$ cat src/rtl/imod_pkg.sv
package imod_pkg;

  localparam int NUM_CTR   = 2;
  localparam int BURST_IDX = 0;
  localparam int GAP_IDX   = 1;

  // reg_addr[1] picks the counter, reg_addr[0] picks control (0) or limit (1)
  localparam int ADDR_W = 2;

  localparam int CTL_STOP_BIT = 0;
  localparam int CTL_EN_BIT   = 1;
  localparam int CTL_TSEL_BIT = 2;

endpackage

$ cat src/rtl/imod_regs.sv
module imod_regs
  import imod_pkg::*;
#(
  parameter int CNT_W = 16
) (
  input  logic                            clk,
  input  logic                            rst,
  input  logic                            reg_wr,
  input  logic                            reg_rd,
  input  logic [ADDR_W-1:0]               reg_addr,
  input  logic [CNT_W-1:0]                reg_wdata,
  output logic [CNT_W-1:0]                reg_rdata,
  output logic [NUM_CTR-1:0]              ctr_en,
  output logic [NUM_CTR-1:0]              ctr_tsel,
  output logic [NUM_CTR-1:0]              ctr_stop,
  output logic [NUM_CTR-1:0][CNT_W-1:0]   ctr_lim
);

  localparam int SEL_W = $clog2(NUM_CTR);

  logic [SEL_W-1:0] ctr_sel;
  logic             is_lim;

  assign ctr_sel = reg_addr[ADDR_W-1 -: SEL_W];
  assign is_lim  = reg_addr[0];

  for (genvar g = 0; g < NUM_CTR; g++) begin : g_reg
    logic             hit_ctl;
    logic             hit_lim;
    logic             en_q;
    logic             tsel_q;
    logic [CNT_W-1:0] lim_q;

    assign hit_ctl = reg_wr && (ctr_sel == SEL_W'(g)) && !is_lim;
    assign hit_lim = reg_wr && (ctr_sel == SEL_W'(g)) &&  is_lim;

    always_ff @(posedge clk) begin
      if (rst) begin
        en_q   <= 1'b0;
        tsel_q <= 1'b0;
        lim_q  <= '0;
      end else begin
        if (hit_ctl) begin
          en_q   <= reg_wdata[CTL_EN_BIT] && !reg_wdata[CTL_STOP_BIT];
          tsel_q <= reg_wdata[CTL_TSEL_BIT];
        end
        if (hit_lim) begin
          lim_q <= reg_wdata;
        end
      end
    end

    assign ctr_en[g]   = en_q;
    assign ctr_tsel[g] = tsel_q;
    assign ctr_lim[g]  = lim_q;
    assign ctr_stop[g] = hit_ctl && reg_wdata[CTL_STOP_BIT];
  end

  logic [CNT_W-1:0] ctl_word;

  always_comb begin
    ctl_word                = '0;
    ctl_word[CTL_EN_BIT]    = ctr_en[ctr_sel];
    ctl_word[CTL_TSEL_BIT]  = ctr_tsel[ctr_sel];
  end

  always_ff @(posedge clk) begin
    if (rst) begin
      reg_rdata <= '0;
    end else if (reg_rd) begin
      reg_rdata <= is_lim ? ctr_lim[ctr_sel] : ctl_word;
    end
  end

endmodule

$ cat src/rtl/imod_counter.sv
module imod_counter #(
  parameter int CNT_W        = 16,
  parameter bit RESTART_EACH = 1'b0
) (
  input  logic             clk,
  input  logic             rst,
  input  logic             enable,
  input  logic             tick_sel,
  input  logic             stop,
  input  logic [CNT_W-1:0] limit,
  input  logic             us_tick,
  input  logic             cmpl,
  input  logic             fire_any,
  output logic             running,
  output logic [CNT_W-1:0] count,
  output logic             fire
);

  logic step;
  logic start;

  assign step = tick_sel ? us_tick : 1'b1;
  assign fire = enable && running && step && (count >= limit);

  if (RESTART_EACH) begin : g_restart
    assign start = cmpl;
  end else begin : g_hold
    assign start = cmpl && (!running || fire_any);
  end

  always_ff @(posedge clk) begin
    if (rst || stop || !enable) begin
      running <= 1'b0;
      count   <= '0;
    end else if (start) begin
      running <= 1'b1;
      count   <= '0;
    end else if (fire_any) begin
      running <= 1'b0;
      count   <= '0;
    end else if (running && step) begin
      count <= count + 1'b1;
    end
  end

endmodule

$ cat src/rtl/irq_moderation_pair.sv
module irq_moderation_pair
  import imod_pkg::*;
#(
  parameter int CNT_W = 16
) (
  input  logic              clk,
  input  logic              rst,
  input  logic              reg_wr,
  input  logic              reg_rd,
  input  logic [1:0]        reg_addr,
  input  logic [CNT_W-1:0]  reg_wdata,
  output logic [CNT_W-1:0]  reg_rdata,
  input  logic              cmpl_pulse,
  input  logic              us_tick,
  output logic              irq_pulse
);

  logic [NUM_CTR-1:0]            ctr_en;
  logic [NUM_CTR-1:0]            ctr_tsel;
  logic [NUM_CTR-1:0]            ctr_stop;
  logic [NUM_CTR-1:0][CNT_W-1:0] ctr_lim;
  logic [NUM_CTR-1:0]            ctr_run;
  logic [NUM_CTR-1:0][CNT_W-1:0] ctr_cnt;
  logic [NUM_CTR-1:0]            ctr_fire;
  logic                          fire_any;
  logic                          bypass;

  imod_regs #(.CNT_W(CNT_W)) u_regs (
    .clk       (clk),
    .rst       (rst),
    .reg_wr    (reg_wr),
    .reg_rd    (reg_rd),
    .reg_addr  (reg_addr),
    .reg_wdata (reg_wdata),
    .reg_rdata (reg_rdata),
    .ctr_en    (ctr_en),
    .ctr_tsel  (ctr_tsel),
    .ctr_stop  (ctr_stop),
    .ctr_lim   (ctr_lim)
  );

  for (genvar g = 0; g < NUM_CTR; g++) begin : g_ctr
    imod_counter #(
      .CNT_W        (CNT_W),
      .RESTART_EACH (g == GAP_IDX)
    ) u_ctr (
      .clk      (clk),
      .rst      (rst),
      .enable   (ctr_en[g]),
      .tick_sel (ctr_tsel[g]),
      .stop     (ctr_stop[g]),
      .limit    (ctr_lim[g]),
      .us_tick  (us_tick),
      .cmpl     (cmpl_pulse),
      .fire_any (fire_any),
      .running  (ctr_run[g]),
      .count    (ctr_cnt[g]),
      .fire     (ctr_fire[g])
    );
  end

  assign fire_any = |ctr_fire;
  assign bypass   = ~|ctr_en;

  always_ff @(posedge clk) begin
    if (rst) begin
      irq_pulse <= 1'b0;
    end else begin
      irq_pulse <= bypass ? cmpl_pulse : fire_any;
    end
  end

endmodule

$ cat config.mk
export PLATFORM = sky130hd
export DESIGN_NAME = irq_moderation_pair
export DESIGN_NICKNAME = d
export VERILOG_FILES = /design/src/rtl/imod_pkg.sv /design/src/rtl/imod_regs.sv /design/src/rtl/imod_counter.sv /design/src/rtl/irq_moderation_pair.sv
export SDC_FILE = /design/constraint.sdc
export NUM_CORES = 1
export LEC_CHECK = 0
export CORE_MARGIN = 4
export CORE_UTILIZATION = 52
export DETAILED_ROUTE_END_ITERATION = 12
export GPL_TIMING_DRIVEN = 1
export MAX_ROUTING_LAYER = met4
export PLACE_DENSITY = 0.76
export REMOVE_ABC_BUFFERS = 1
export SLEW_MARGIN = 10
export SYNTH_ARGS = -nofsm -noshare
export SYNTH_HDL_FRONTEND = slang
export SYNTH_HIERARCHICAL = 1
export SYNTH_SLANG_ARGS = --single-unit
export TNS_END_PERCENT = 100
$ cat constraint.sdc
create_clock -name clk -period 2.45 [get_ports clk]
set_input_delay 0.3675 -clock clk [delete_from_list [all_inputs] [get_ports clk]]
set_output_delay 0.3675 -clock clk [all_outputs]
set_load 0.03 [all_outputs]
==> results.py <==
metrics = {
    "grt": {
        "overflow": 0,
        "grt_use_met3": 0.0485,
        "grt_max_degree": 45,
        "antenna_found_initial": 1,
        "track_usage": 0.229,
        "grt_pass1_wl_mm": 18.1,
        "busiest_layer": "met2",
        "grt_pass1_vias": 3818,
        "gr-usage-met1": 0.284,
        "use_met2": 0.370,
    },
    "synthesis": {
        "yosys.area_share.simple": 0.244,
        "synth_top_flop_cell": "dfxtp_1",
        "ys_ff_latch": 87,
        "synth-async-reset-ratio": 0,
        "avgSynthCellArea_um2": 8.49,
        "synth_compound_area_frac": 0.119,
        "synth_edf_count": 0,
        "muxShareOfSynthArea": 0.0612,
        "synth.distinct_cells": 56,
        "synthCells": 544,
        "syn_area_um2": 4620,
        "synth.yosys.seq_area_share": 0.377,
        "synth_top_family_by_area": "simple AND/OR/NAND/NOR gates",
        "synthXorXnorAreaFrac": 0.0398,
        "ys_warn_count": 6,
        "synth-adder-area-share": 0.0921,
    },
    "final_layout": {
        "fillCellCount": 725,
        "area.sequential_um2": 1750,
        "layout.nets": 660,
        "final_cell_area_um2": 5540,
        "area_growth_pct": 20.0,
        "final_cell_mix": "nand2_1, dfxtp_1, a21oi_1",
        "layout-drive-gt1-share": 0.172,
        "multi_input_area_um2": 2660,
        "fin_util": 0.639,
    },
    "sta": {
        "setup_viol": 0,
        "finalCritPeriodShare": 0.974,
        "fmax_ghz": 0.419,
        "period_minus_slack_ns": 2.39,
        "finalHoldViolCount": 0,
        "finalMaxSlewViolations": 0,
        "fin_skew_ns": 0.00992,
        "tightest_slew_ns": 0.758,
        "relSlewSlack": 0.495,
        "finalSetupTns_ns": 0,
    },
    "clock_tree": {
        "cts_num_sinks": 87,
        "cts_tree": "built",
        "cts_root_buf": "clkbuf_8",
        "cts_buffer_depth": 2,
        "htreeDepth": 3,
        "cts_buffers": 9,
        "cts_hold_buf": 0,
        "clk_latency_ns": 0.36,
        "cts.clk_slew.worst_paths_ns": 0.09,
    },
    "worst_hold_path": {
        "worst_hold_path_type": "primary input to register",
        "min-delay-start": "rst",
    },
    "power_and_ir_drop": {
        "powerDensity_nw_per_um2": 496,
        "power_leakage_nw": 2.08,
        "total_power_mw": 2.75,
        "irDropWorstVdd_uv": 272,
    },
    "floorplanning": {
        "start_util": 0.532,
        "die_h_um": 102,
        "fp.dieArea_um2": 10500,
        "pin_count": 41,
        "dieWidth_um": 102,
        "fp-row-count": 34,
        "core_um2": 8680,
    },
    "critical_path": {
        "cp_common_cell": "a21oi_1",
        "path_max_fanout": 8,
        "crit_required_ns": 2.74,
        "cpMaxStageDelayCell": "or3_4",
        "cp_cell_sequence": "inv_1 > ha_1 > a21o_1 > nand3_1 > a21oi_1 > a211oi_2 > a21oi_2 > or2_4 > or3_4 > buf_6 > a21oi_1",
        "crit_path_start_kind": "register",
        "cpPeakStageDelay_ns": 0.36,
        "critPathCaptureType": "register",
        "cp_data_arrival_time_ns": 2.68,
        "path_class": "register to register",
        "reg2reg_from": "u_regs/g_reg[0].lim_q[9]",
        "critPathLaunch": "u_regs/g_reg[0].lim_q[9]",
    },
    "routing": {
        "routed_wl_mm": 11.2,
        "wl_per_cell_um": 15.7,
        "drt_pass1_iterations": 6,
        "drc": 0,
        "first_iter_violations": 173,
        "vias_per_cell": 5.57,
        "ant_nets": 0,
        "num_vias": 3978,
    },
    "placement": {
        "numPortBuffers": 40,
        "gp_congestion": 0.874,
        "postPlaceCellArea_um2": 5210,
        "dp_hpwl_mm": 7.82,
    },
    "run_status": {
        "outcome": "completed",
    },
    "run": {
        "cap_violations": 0,
    },
}
## cells in the mapped netlist, types with 3 or more instances
| master | number | area share |
|---|---|---|
| dfxtp_1 | 87 | 0.38 |
| nand2_1 | 82 | 0.067 |
| a21oi_1 | 70 | 0.076 |
| nor2_1 | 48 | 0.039 |
| inv_1 | 40 | 0.032 |
| ha_1 | 34 | 0.092 |
| nor2b_1 | 16 | 0.022 |
| mux2_2 | 14 | 0.034 |
| nand3_1 | 14 | 0.015 |
| xnor2_1 | 14 | 0.027 |
| o21ai_0 | 13 | 0.014 |
| buf_4 | 11 | 0.018 |
| nand4_1 | 10 | 0.014 |
| or3_1 | 10 | 0.014 |
| mux2i_1 | 8 | 0.017 |
| xor2_1 | 7 | 0.013 |
| clkbuf_1 | 6 | 0.0049 |
| and3_1 | 5 | 0.0068 |
| a21o_1 | 4 | 0.0065 |
| and4_4 | 3 | 0.0073 |
| buf_2 | 3 | 0.0032 |
| nor3_1 | 3 | 0.0032 |
## through the flow
step / setup slack [ns] / hold WS (ns) / cells
final: 0.0636 / 0.318 / 714
after global routing: -0.0196 / 0.344 / 714
after CTS: 0.0173 / 0.311 / 712
after floorplan: 0.101 / 0.437 / 520
after detailed placement: -0.0772 / 0.461 / 696
after global placement: -0.0264 / 0.454 / 696
## worst max-delay path, delay by kind of cell (launching register included)
family                     cells  cell delay (ns)
DFF                            1             0.34
buffers and inverters          2             0.21
AOI/OAI and AO/OA              5             0.78
adders and majority gates      1             0.32
and+or+nand+nor                3             0.68
## what timing repair did
action	4_1_cts	5_1_grt
gates cloned	1	0
setup endpoints to repair	17	32
pin swaps	1	7
gates resized for setup	6	23
setup buffers	1	1
## sequential cells by signal, summed over array words and instances, names as in the netlist
name	count
g_ctr.u_ctr/count	32
u_regs/g.lim_q	32
u_regs/reg_rdata	16
g_ctr.u_ctr/running	2
u_regs/g.en_q	2
u_regs/g.tsel_q	2
irq_pulse	1
## final timing paths
check,end,slack (ns),cells past startpoint
max reg2reg,g_ctr[1].u_ctr/count[5],0.06,11
min,u_regs/g_reg[1].lim_q[0],0.32,2
min reg2reg,u_regs/g_reg[1].lim_q[14],0.47,2
max,g_ctr[1].u_ctr/count[5],0.06,11
## logic make-up (layout without fill, tap and decap cells)
| kind of cell | after synthesis | count (layout) |
|---|---|---|
| flip-flops | 87 | 87 |
| buffers and inverters | 66 | 127 |
| AO/OA/AOI/OAI | 98 | 98 |
| adder cells (fa/ha/maj) | 34 | 34 |
| AND/OR/NAND/NOR | 214 | 214 |
| XOR/XNOR | 21 | 21 |
| other | 0 | 1 |
| multiplexers | 24 | 24 |
## area by class of cell
cell class	instances	area share
multi-input combinational	391	0.479
sequential	87	0.316
timing repair buffer	71	0.116
inverter	42	0.0284
tap	108	0.0244
clock buffer	9	0.0223
clock inverter	5	0.0135
antenna	1	0.000451
## power by group
group	internal, mW	switching [mW]	total, mW
Clock	0.558	0.489	1.05
Sequential	1.44	0.0167	1.45
Combinational	0.112	0.136	0.248
Total	2.11	0.642	2.75
## layer usage
layer  part of all wire  routed length [um]
met4              0.019                 215
met2               0.49                5460
met1               0.43                4870
met5                  0                   0
met3              0.059                 659
(Power assumes the default switching activity.)
